$ cat src/rtl/sm_walk_pkg.sv
package sm_walk_pkg;
  localparam int WORD_W     = 32;
  localparam int WORD_BYTES = WORD_W / 8;
  localparam int LANE_W     = $clog2(WORD_BYTES);
  localparam int IRQ_W      = 4;

  // data descriptor word offsets (bytes)
  localparam int OFF_NEXT  = 0;
  localparam int OFF_BUF   = 4;
  localparam int OFF_FLAGS = 8;
  localparam int OFF_AFTER = 12;
  // context flags word offset
  localparam int CTX_OFF_FLAGS = 4;

  // flag bit positions
  localparam int FLG_EOL    = 0;
  localparam int FLG_INTR   = 4;
  localparam int FLG_IN_EOP = 11;
  localparam int CTX_DIS    = 15;

  // raw interrupt contributions
  localparam logic [IRQ_W-1:0] IRQ_DONE_SET = 4'b0011;
  localparam logic [IRQ_W-1:0] IRQ_EOP_SET  = 4'b1000;

  typedef enum logic [3:0] {
    ST_IDLE,
    ST_LD_NEXT,
    ST_LD_BUF,
    ST_LD_FLAGS,
    ST_LD_AFTER,
    ST_RUN,
    ST_FLUSH,
    ST_WB_FLAGS,
    ST_WB_AFTER,
    ST_CTX_RD,
    ST_CTX_WR
  } walk_st_e;
endpackage

$ cat src/rtl/sm_byte_packer.sv
module sm_byte_packer #(
  parameter int BYTES = 4
) (
  input  logic                  clk,
  input  logic                  rst,
  input  logic                  clear_i,
  input  logic                  load_i,
  input  logic [$clog2(BYTES)-1:0] lane_i,
  input  logic [7:0]            byte_i,
  output logic [8*BYTES-1:0]    word_o,
  output logic [BYTES-1:0]      be_o
);
  for (genvar g = 0; g < BYTES; g++) begin : g_lane
    logic [7:0] byte_q;
    logic       en_q;
    always_ff @(posedge clk) begin
      if (rst) begin
        byte_q <= '0;
        en_q   <= 1'b0;
      end else if (clear_i) begin
        en_q <= 1'b0;
      end else if (load_i && (lane_i == g)) begin
        byte_q <= byte_i;
        en_q   <= 1'b1;
      end
    end
    assign word_o[g*8 +: 8] = byte_q;
    assign be_o[g]          = en_q;
  end

  // a lane is filled at most once between flushes
  p_lane_once_r3: assert property (@(posedge clk) disable iff (rst)
    (load_i && !clear_i) |-> !be_o[lane_i]);
endmodule

$ cat src/rtl/sm_intr_unit.sv
module sm_intr_unit #(
  parameter int W = 4
) (
  input  logic         clk,
  input  logic         rst,
  input  logic [W-1:0] set_i,
  input  logic [W-1:0] ack_i,
  input  logic [W-1:0] mask_i,
  output logic [W-1:0] raw_o,
  output logic         irq_o
);
  logic [W-1:0] raw_q, raw_nxt;
  logic         irq_q;

  assign raw_nxt = (raw_q & ~ack_i) | set_i;

  always_ff @(posedge clk) begin
    if (rst) begin
      raw_q <= '0;
      irq_q <= 1'b0;
    end else if (raw_nxt != raw_q) begin
      raw_q <= raw_nxt;
      irq_q <= |(raw_nxt & mask_i);
    end
  end

  assign raw_o = raw_q;
  assign irq_o = irq_q;

  // the request line only moves together with the raw value
  p_irq_with_raw_r8: assert property (@(posedge clk) disable iff (rst)
    (irq_o != $past(irq_o)) |-> (raw_o != $past(raw_o)));
  // with nothing set or acknowledged the raw value holds
  p_raw_hold_r8: assert property (@(posedge clk) disable iff (rst)
    (set_i == '0 && ack_i == '0) |=> $stable(raw_o));
endmodule

$ cat src/rtl/sm_walk_ctrl.sv
module sm_walk_ctrl
  import sm_walk_pkg::*;
#(
  parameter int AW = 32
) (
  input  logic              clk,
  input  logic              rst,
  input  logic              start_i,
  input  logic [AW-1:0]     desc_addr_i,
  input  logic [AW-1:0]     ctx_addr_i,
  input  logic              s_valid_i,
  input  logic              s_eop_i,
  output logic              s_ready_o,
  output logic              pk_load_o,
  output logic [LANE_W-1:0] pk_lane_o,
  output logic              pk_clear_o,
  input  logic [WORD_W-1:0] pk_word_i,
  input  logic [WORD_BYTES-1:0] pk_be_i,
  output logic              mem_req_o,
  output logic              mem_we_o,
  output logic [AW-1:0]     mem_addr_o,
  output logic [WORD_W-1:0] mem_wdata_o,
  output logic [WORD_BYTES-1:0] mem_be_o,
  input  logic              mem_ack_i,
  input  logic [WORD_W-1:0] mem_rdata_i,
  output logic [IRQ_W-1:0]  irq_set_o,
  output logic              eol_o
);
  localparam logic [AW-1:0] LANE_MASK = AW'(WORD_BYTES - 1);
  localparam logic [WORD_BYTES-1:0] ALL_BE = '1;

  walk_st_e          st_q;
  logic [AW-1:0]     d_addr_q, ctx_q, next_q, ptr_q, after_q, wr_addr_q;
  logic [WORD_W-1:0] flags_q, ctx_word_q;
  logic              closing_q, eol_q;

  logic          in_run, accept, last_byte, empty_close, close_now, word_full;
  logic [AW-1:0] ptr_inc;

  assign in_run      = (st_q == ST_RUN);
  assign s_ready_o   = in_run && (ptr_q != after_q);
  assign accept      = s_ready_o && s_valid_i;
  assign ptr_inc     = ptr_q + AW'(1);
  assign last_byte   = accept && ((ptr_inc == after_q) || s_eop_i);
  assign empty_close = in_run && (ptr_q == after_q);
  assign close_now   = last_byte || empty_close;
  assign word_full   = (ptr_q[LANE_W-1:0] == LANE_W'(WORD_BYTES - 1));

  assign pk_load_o  = accept;
  assign pk_lane_o  = ptr_q[LANE_W-1:0];
  assign pk_clear_o = (st_q == ST_FLUSH) && mem_ack_i;
  assign eol_o      = eol_q;

  always_comb begin
    irq_set_o = '0;
    if (close_now) begin
      if (flags_q[FLG_INTR]) irq_set_o = irq_set_o | IRQ_DONE_SET;
      if (last_byte && s_eop_i) irq_set_o = irq_set_o | IRQ_EOP_SET;
    end
  end

  // memory master request decode
  always_comb begin
    mem_req_o   = 1'b0;
    mem_we_o    = 1'b0;
    mem_addr_o  = '0;
    mem_wdata_o = '0;
    mem_be_o    = '0;
    case (st_q)
      ST_LD_NEXT: begin
        mem_req_o  = 1'b1;
        mem_addr_o = d_addr_q + AW'(OFF_NEXT);
      end
      ST_LD_BUF: begin
        mem_req_o  = 1'b1;
        mem_addr_o = d_addr_q + AW'(OFF_BUF);
      end
      ST_LD_FLAGS: begin
        mem_req_o  = 1'b1;
        mem_addr_o = d_addr_q + AW'(OFF_FLAGS);
      end
      ST_LD_AFTER: begin
        mem_req_o  = 1'b1;
        mem_addr_o = d_addr_q + AW'(OFF_AFTER);
      end
      ST_FLUSH: begin
        mem_req_o   = 1'b1;
        mem_we_o    = 1'b1;
        mem_addr_o  = wr_addr_q;
        mem_wdata_o = pk_word_i;
        mem_be_o    = pk_be_i;
      end
      ST_WB_FLAGS: begin
        mem_req_o   = 1'b1;
        mem_we_o    = 1'b1;
        mem_addr_o  = d_addr_q + AW'(OFF_FLAGS);
        mem_wdata_o = flags_q;
        mem_be_o    = ALL_BE;
      end
      ST_WB_AFTER: begin
        mem_req_o   = 1'b1;
        mem_we_o    = 1'b1;
        mem_addr_o  = d_addr_q + AW'(OFF_AFTER);
        mem_wdata_o = WORD_W'(ptr_q);
        mem_be_o    = ALL_BE;
      end
      ST_CTX_RD: begin
        mem_req_o  = 1'b1;
        mem_addr_o = ctx_q + AW'(CTX_OFF_FLAGS);
      end
      ST_CTX_WR: begin
        mem_req_o   = 1'b1;
        mem_we_o    = 1'b1;
        mem_addr_o  = ctx_q + AW'(CTX_OFF_FLAGS);
        mem_wdata_o = ctx_word_q;
        mem_be_o    = ALL_BE;
      end
      default: ;
    endcase
  end

  always_ff @(posedge clk) begin
    if (rst) begin
      st_q       <= ST_IDLE;
      d_addr_q   <= '0;
      ctx_q      <= '0;
      next_q     <= '0;
      ptr_q      <= '0;
      after_q    <= '0;
      wr_addr_q  <= '0;
      flags_q    <= '0;
      ctx_word_q <= '0;
      closing_q  <= 1'b0;
      eol_q      <= 1'b0;
    end else begin
      case (st_q)
        ST_IDLE: if (start_i) begin
          d_addr_q <= desc_addr_i;
          ctx_q    <= ctx_addr_i;
          eol_q    <= 1'b0;
          st_q     <= ST_LD_NEXT;
        end
        ST_LD_NEXT: if (mem_ack_i) begin
          next_q <= AW'(mem_rdata_i);
          st_q   <= ST_LD_BUF;
        end
        ST_LD_BUF: if (mem_ack_i) begin
          ptr_q <= AW'(mem_rdata_i);
          st_q  <= ST_LD_FLAGS;
        end
        ST_LD_FLAGS: if (mem_ack_i) begin
          flags_q <= mem_rdata_i;
          st_q    <= ST_LD_AFTER;
        end
        ST_LD_AFTER: if (mem_ack_i) begin
          after_q <= AW'(mem_rdata_i);
          st_q    <= ST_RUN;
        end
        ST_RUN: begin
          if (empty_close) begin
            closing_q <= 1'b1;
            st_q      <= ST_WB_FLAGS;
          end else if (accept) begin
            ptr_q     <= ptr_inc;
            wr_addr_q <= ptr_q & ~LANE_MASK;
            closing_q <= last_byte;
            if (last_byte && s_eop_i) flags_q[FLG_IN_EOP] <= 1'b1;
            if (last_byte || word_full) st_q <= ST_FLUSH;
          end
        end
        ST_FLUSH: if (mem_ack_i) begin
          st_q <= closing_q ? ST_WB_FLAGS : ST_RUN;
        end
        ST_WB_FLAGS: if (mem_ack_i) st_q <= ST_WB_AFTER;
        ST_WB_AFTER: if (mem_ack_i) begin
          if (flags_q[FLG_EOL]) begin
            st_q <= ST_CTX_RD;
          end else begin
            d_addr_q <= next_q;
            st_q     <= ST_LD_NEXT;
          end
        end
        ST_CTX_RD: if (mem_ack_i) begin
          ctx_word_q <= mem_rdata_i | (WORD_W'(1) << CTX_DIS);
          st_q       <= ST_CTX_WR;
        end
        ST_CTX_WR: if (mem_ack_i) begin
          eol_q <= 1'b1;
          st_q  <= ST_IDLE;
        end
        default: st_q <= ST_IDLE;
      endcase
    end
  end

  // stream is refused while stopped at end of list
  p_eol_refuse_r10: assert property (@(posedge clk) disable iff (rst)
    eol_o |-> !s_ready_o);
  // the byte that reaches the end field stops acceptance
  p_stop_at_end_r4: assert property (@(posedge clk) disable iff (rst)
    (accept && (ptr_inc == after_q)) |=> !s_ready_o);
  // packet end leads straight to a closing flush
  p_eop_close_r5: assert property (@(posedge clk) disable iff (rst)
    (accept && s_eop_i) |=> (st_q == ST_FLUSH && closing_q));
  // a pending request holds its address and direction
  p_req_hold_r2: assert property (@(posedge clk) disable iff (rst)
    (mem_req_o && !mem_ack_i) |=> (mem_req_o && $stable(mem_addr_o) && $stable(mem_we_o)));
  // no stream acceptance during a memory transfer
  p_no_ready_in_xfer_r2: assert property (@(posedge clk) disable iff (rst)
    mem_req_o |-> !s_ready_o);
  // every data flush carries at least one byte
  p_flush_bytes_r3: assert property (@(posedge clk) disable iff (rst)
    (st_q == ST_FLUSH) |-> (pk_be_i != '0));
endmodule

$ cat src/rtl/s2m_desc_walker.sv
module s2m_desc_walker
  import sm_walk_pkg::*;
#(
  parameter int AW = 32
) (
  input  logic              clk,
  input  logic              rst,
  input  logic              start_i,
  input  logic [AW-1:0]     desc_addr_i,
  input  logic [AW-1:0]     ctx_addr_i,
  input  logic              s_valid_i,
  input  logic [7:0]        s_data_i,
  input  logic              s_eop_i,
  output logic              s_ready_o,
  output logic              mem_req_o,
  output logic              mem_we_o,
  output logic [AW-1:0]     mem_addr_o,
  output logic [31:0]       mem_wdata_o,
  output logic [3:0]        mem_be_o,
  input  logic              mem_ack_i,
  input  logic [31:0]       mem_rdata_i,
  input  logic [3:0]        intr_mask_i,
  input  logic [3:0]        intr_ack_i,
  output logic [3:0]        intr_raw_o,
  output logic              irq_o,
  output logic              eol_o
);
  logic                  pk_load, pk_clear;
  logic [LANE_W-1:0]     pk_lane;
  logic [WORD_W-1:0]     pk_word;
  logic [WORD_BYTES-1:0] pk_be;
  logic [IRQ_W-1:0]      irq_set;

  sm_walk_ctrl #(.AW(AW)) ctrl_i (
    .clk         (clk),
    .rst         (rst),
    .start_i     (start_i),
    .desc_addr_i (desc_addr_i),
    .ctx_addr_i  (ctx_addr_i),
    .s_valid_i   (s_valid_i),
    .s_eop_i     (s_eop_i),
    .s_ready_o   (s_ready_o),
    .pk_load_o   (pk_load),
    .pk_lane_o   (pk_lane),
    .pk_clear_o  (pk_clear),
    .pk_word_i   (pk_word),
    .pk_be_i     (pk_be),
    .mem_req_o   (mem_req_o),
    .mem_we_o    (mem_we_o),
    .mem_addr_o  (mem_addr_o),
    .mem_wdata_o (mem_wdata_o),
    .mem_be_o    (mem_be_o),
    .mem_ack_i   (mem_ack_i),
    .mem_rdata_i (mem_rdata_i),
    .irq_set_o   (irq_set),
    .eol_o       (eol_o)
  );

  sm_byte_packer #(.BYTES(WORD_BYTES)) pack_i (
    .clk     (clk),
    .rst     (rst),
    .clear_i (pk_clear),
    .load_i  (pk_load),
    .lane_i  (pk_lane),
    .byte_i  (s_data_i),
    .word_o  (pk_word),
    .be_o    (pk_be)
  );

  sm_intr_unit #(.W(IRQ_W)) intr_i (
    .clk    (clk),
    .rst    (rst),
    .set_i  (irq_set),
    .ack_i  (intr_ack_i),
    .mask_i (intr_mask_i),
    .raw_o  (intr_raw_o),
    .irq_o  (irq_o)
  );
endmodule

$ cat config.mk
export PLATFORM = sky130hd
export DESIGN_NAME = s2m_desc_walker
export DESIGN_NICKNAME = d
export VERILOG_FILES = /design/src/rtl/sm_walk_pkg.sv /design/src/rtl/sm_byte_packer.sv /design/src/rtl/sm_intr_unit.sv /design/src/rtl/sm_walk_ctrl.sv /design/src/rtl/s2m_desc_walker.sv
export SDC_FILE = /design/constraint.sdc
export NUM_CORES = 1
export LEC_CHECK = 0
export ABC_AREA = 0
export BUFFER_PORTS_ARGS = -buffer_cell sky130_fd_sc_hd__buf_4
export CAP_MARGIN = 15
export CORE_ASPECT_RATIO = 0.9
export CORE_UTILIZATION = 35
export CTS_BUF_LIST = sky130_fd_sc_hd__clkbuf_4 sky130_fd_sc_hd__clkbuf_8
export DETAILED_ROUTE_END_ITERATION = 16
export PLACE_DENSITY = 0.62
export SLEW_MARGIN = 20
export SYNTH_ARGS = -nofsm -noshare
export SYNTH_HDL_FRONTEND = slang
export SYNTH_SLANG_ARGS = --single-unit
$ cat constraint.sdc
create_clock -name clk -period 6.61 [get_ports clk]
set_input_delay 1.322 -clock clk [delete_from_list [all_inputs] [get_ports clk]]
set_output_delay 1.322 -clock clk [all_outputs]
set_load 0.01 [all_outputs]
==> impl_results.md <==
* Outcome: completed
* Startpoint types: register
* Max_slew headroom at about a quarter
* Final hold viol count at 0
* Synth warn at 0
* CP most frequent cell: inv_1
* Total CTS buffers at between 50 and 60
* CP Class: reg2out
* Vias in the first global route at between 15000 and 20000
* Synth area leaders: dfxtp_1, nand2_1, a21oi_1
* ANT nets after route at 0
* Reg2reg setup slack at approximately 2.2 ns
* Post-route setup TNS at 0 ns
* First-pass GRT wire length at 94.8 mm
* HPWL Detailed at roughly 45 mm
* Core Rows at 75
* Routed via count at ~17000
* Unique masters post-synth at 75
* Core area at about 0.047 mm^2
* Pre-CTS setup slack at about 1.1 ns
* Cell taking the most area after synthesis: dfxtp_1
* CP arrival at around 4.7 ns
* Yosys reg bits at 301
* DR pass1 iterations at 6
* Mapped Avg Cell Area at between 7 and 8 um^2
* DR iter-0 viols at approximately 1800
* H-tree level count at 2
* Switching share of power at between 30% and 40%
* Final period utilization at between 90% and 100%
* Sw power at around 2.3 mW
* Cts hold-fix bufs at 0
* Routed WL at 62.5 mm
* Num ports at between 150 and 200
* Die Y at about 210 um
* Clk slew on worst S/H paths at 0.06 ns
* Commonest cells in the netlist: nand2_1, dfxtp_1, a21oi_1
* Share of layout cells above drive strength 1 at between 10% and 20%
* Grt total ovfl at 0
* Die X at about 230 um
* Top-count cell post-synth: nand2_1
* Worst path required time at around 5.3 ns
* Seq pwr share at slightly above 40%
* Comb pwr share at between 20% and 30%
* M1 WL at 27.3 mm
* Global placer's final weighted congestion at about 0.95
* Syn nets at ~2400
* Fin nets at ~2500
* Routed wl met3 at 4.46 mm
* TritonCTS clock tree: built
* Top FF cell, synth: dfxtp_1
* Clk_lat worst skew at approximately 0.65 ns
* Initial Util at approximately 36%
* Sequential-to-total area share from yosys stat at about 36%
* Met2 WL post-DR at roughly 29 mm
* Highest routed layer: met4
* Top Family by Delay on Critical Path: simple AND/OR/NAND/NOR gates
* Largest fanout on the critical path at 18
* P&R area growth vs syn at 15.9%
* Ys async rst share at 0%
* Top cell type's share of synthesized area at ~36%
* Vias per inst at 5.64
* CP max stage delay at between 0.6 and 0.7 ns
* Max-Cap Viols at 0
* Number of port buffers at roughly 190
* # setup viols final at 0
* Fin. max-slew vios at 0
* Initial antenna violation count at 0
* Unrepaired setup endpoints after global routing: no
* Fin Clk Skew at 0.0306 ns
* Worst path cell trace: xor2_1 -> nor3b_4 -> mux2i_1 -> inv_1 -> ha_1 -> inv_1 -> nor2_1 -> and3_1 -> nand2_1 -> nor4b_1 -> xnor2_1 -> o221ai_1 -> buf_4
* Clock power share at 29.4%
* Highest clock rate at 166 MHz
* Post-Syn Instances at roughly 2300
* Leak at 7.40 nW
* Worst reg2reg startpoint: ctrl_i.ptr_q[1]$_SDFFE_PP0P_
* Critical path origin: ctrl_i.st_q[1]$_SDFFE_PP0P_
* CTS root buf: clkbuf_8
* Crit. End Element: primary output
* Pwr Density at approximately 300 mW/mm^2
* P_int at 3.64 mW
* Total die area at 0.0490 mm^2
* Clk buf depth at 3
* Slowest CP cell: dfxtp_1
* Overall routing resource usage at about a quarter
* HP Start: ctrl_i.flags_q[14]$_SDFFE_PP0P_
* Fillers at 4826
* Synth Cell Area at 0.0168 mm^2
* Worst-Margin Slew at between 1 and 1.5 ns
* EDFF count, synth at 0
* Crit path time final at between 6 and 7 ns
* Routed wire per std cell at 20.6 um
* Clk sinks at 301
* Worst Slack Setup Final at roughly 0.59 ns
* Buffers and inverters on the worst path at 3
* Hold Crit Class: reg2reg
* Post-CTS setup buffer count at 0
* Drt drc at 0
* Pin count of the biggest net entering global routing at 120
* Worst VDD drop at about 130 uV
## through the flow
stage	hold slack, ns	utilization, %	cells	power (mW)	area, um^2
2_1_floorplan	0.436	-	2320	3.49	16800
3_3_place_gp	0.440	39.3	2949	4.14	18500
3_5_place_dp	0.447	39.3	2949	4.17	18500
4_1_cts	0.455	41.5	3034	5.91	19500
5_1_grt	0.465	41.5	3034	6.23	19500
6_report	0.454	41.5	3035	5.90	19500
## layout by cell type (no fill, tap or decap), types with 17 or more instances in the layout
cell type,n
a21oi_1,251
a221oi_1,18
a222oi_1,34
a22oi_1,18
a311oi_1,34
and3_1,26
buf_4,216
clkbuf_8,65
dfxtp_1,301
inv_1,17
mux2i_1,77
nand2_1,610
nand3_1,54
nand4_1,27
nor2_1,201
nor3_1,24
o21ai_0,92
xnor2_1,63
xor2_1,60
## worst min-delay path, cell delays in order (launching register included)
cell and delay, ns:
dfxtp_1 0.31, nand2_1 0.05, a21oi_1 0.05
## layer usage
layer | up-vias | track usage (%)
met4 | 0 | 8.61
met2 | 629 | 39.7
met3 | 114 | 4.68
li1 | 8172 | -
met5 | - | 0
met1 | 8212 | 33.7
## final timing paths
kind | endpoint | depth (start not counted)
setup / recovery | mem_addr_o[28] | 13
hold / removal | ctrl_i.flags_q[14]$_SDFFE_PP0P_ | 2
setup reg to reg | intr_i.irq_o$_SDFFE_PP0P_ | 10
hold reg to reg | ctrl_i.flags_q[14]$_SDFFE_PP0P_ | 2
## sequential cells by signal, summed over array words and instances (netlist names)
| register | cells |
|---|---|
| pack_i.g_lane.byte_q | 32 |
| ctrl_i.ptr_q | 32 |
| ctrl_i.next_q | 32 |
| ctrl_i.ctx_word_q | 32 |
| ctrl_i.d_addr_q | 32 |
| ctrl_i.wr_addr_q | 30 |
| ctrl_i.closing_q | 1 |
| intr_i.raw_o | 4 |
| pack_i.g_lane.en_q | 4 |
| ctrl_i.st_q | 4 |
| intr_i.irq_o | 1 |
| ctrl_i.eol_o | 1 |
| ctrl_i.ctx_q | 32 |
| ctrl_i.flags_q | 32 |
| ctrl_i.after_q | 32 |
## cell families after synthesis
kind of cell,Yosys count,share of synthesized area (%)
AND/OR/NAND/NOR,1041,26.9
AO/OA/AOI/OAI,544,20.3
flip-flops,301,35.8
buffers and inverters,222,5.26
XOR/XNOR,123,6.39
multiplexers,81,4.84
adder cells (fa/ha/maj),8,0.594
## repair_timing
| action | CTS | global route |
|---|---|---|
| hold endpoints to repair | 0 | 0 |
| gates resized for setup | 0 | 1 |
| endpoints found under the setup margin | 0 | 2 |
## power groups by stage
stage | combinational, mW | clock, mW | sequential (mW)
2_1_floorplan | 1.35 | 0 | 2.15
3_3_place_gp | 1.71 | 0 | 2.44
3_5_place_dp | 1.72 | 0 | 2.45
4_1_cts | 1.73 | 1.77 | 2.41
5_1_grt | 1.92 | 1.85 | 2.45
6_report | 1.74 | 1.74 | 2.42
## final cells by class
type | count | area (um^2) | share of cell area [%]
Antenna cell | 1 | 2.50 | 0.0128
Clock buffer | 80 | 1000 | 5.12
Clock inverter | 5 | 27.5 | 0.141
Inverter | 18 | 67.6 | 0.346
Multi-Input combinational cell | 1797 | 10000 | 51.2
Sequential cell | 301 | 6030 | 30.8
Tap cell | 616 | 771 | 3.95
Timing Repair Buffer | 217 | 1640 | 8.37
Note: power is estimated with default switching activity, not from simulation.
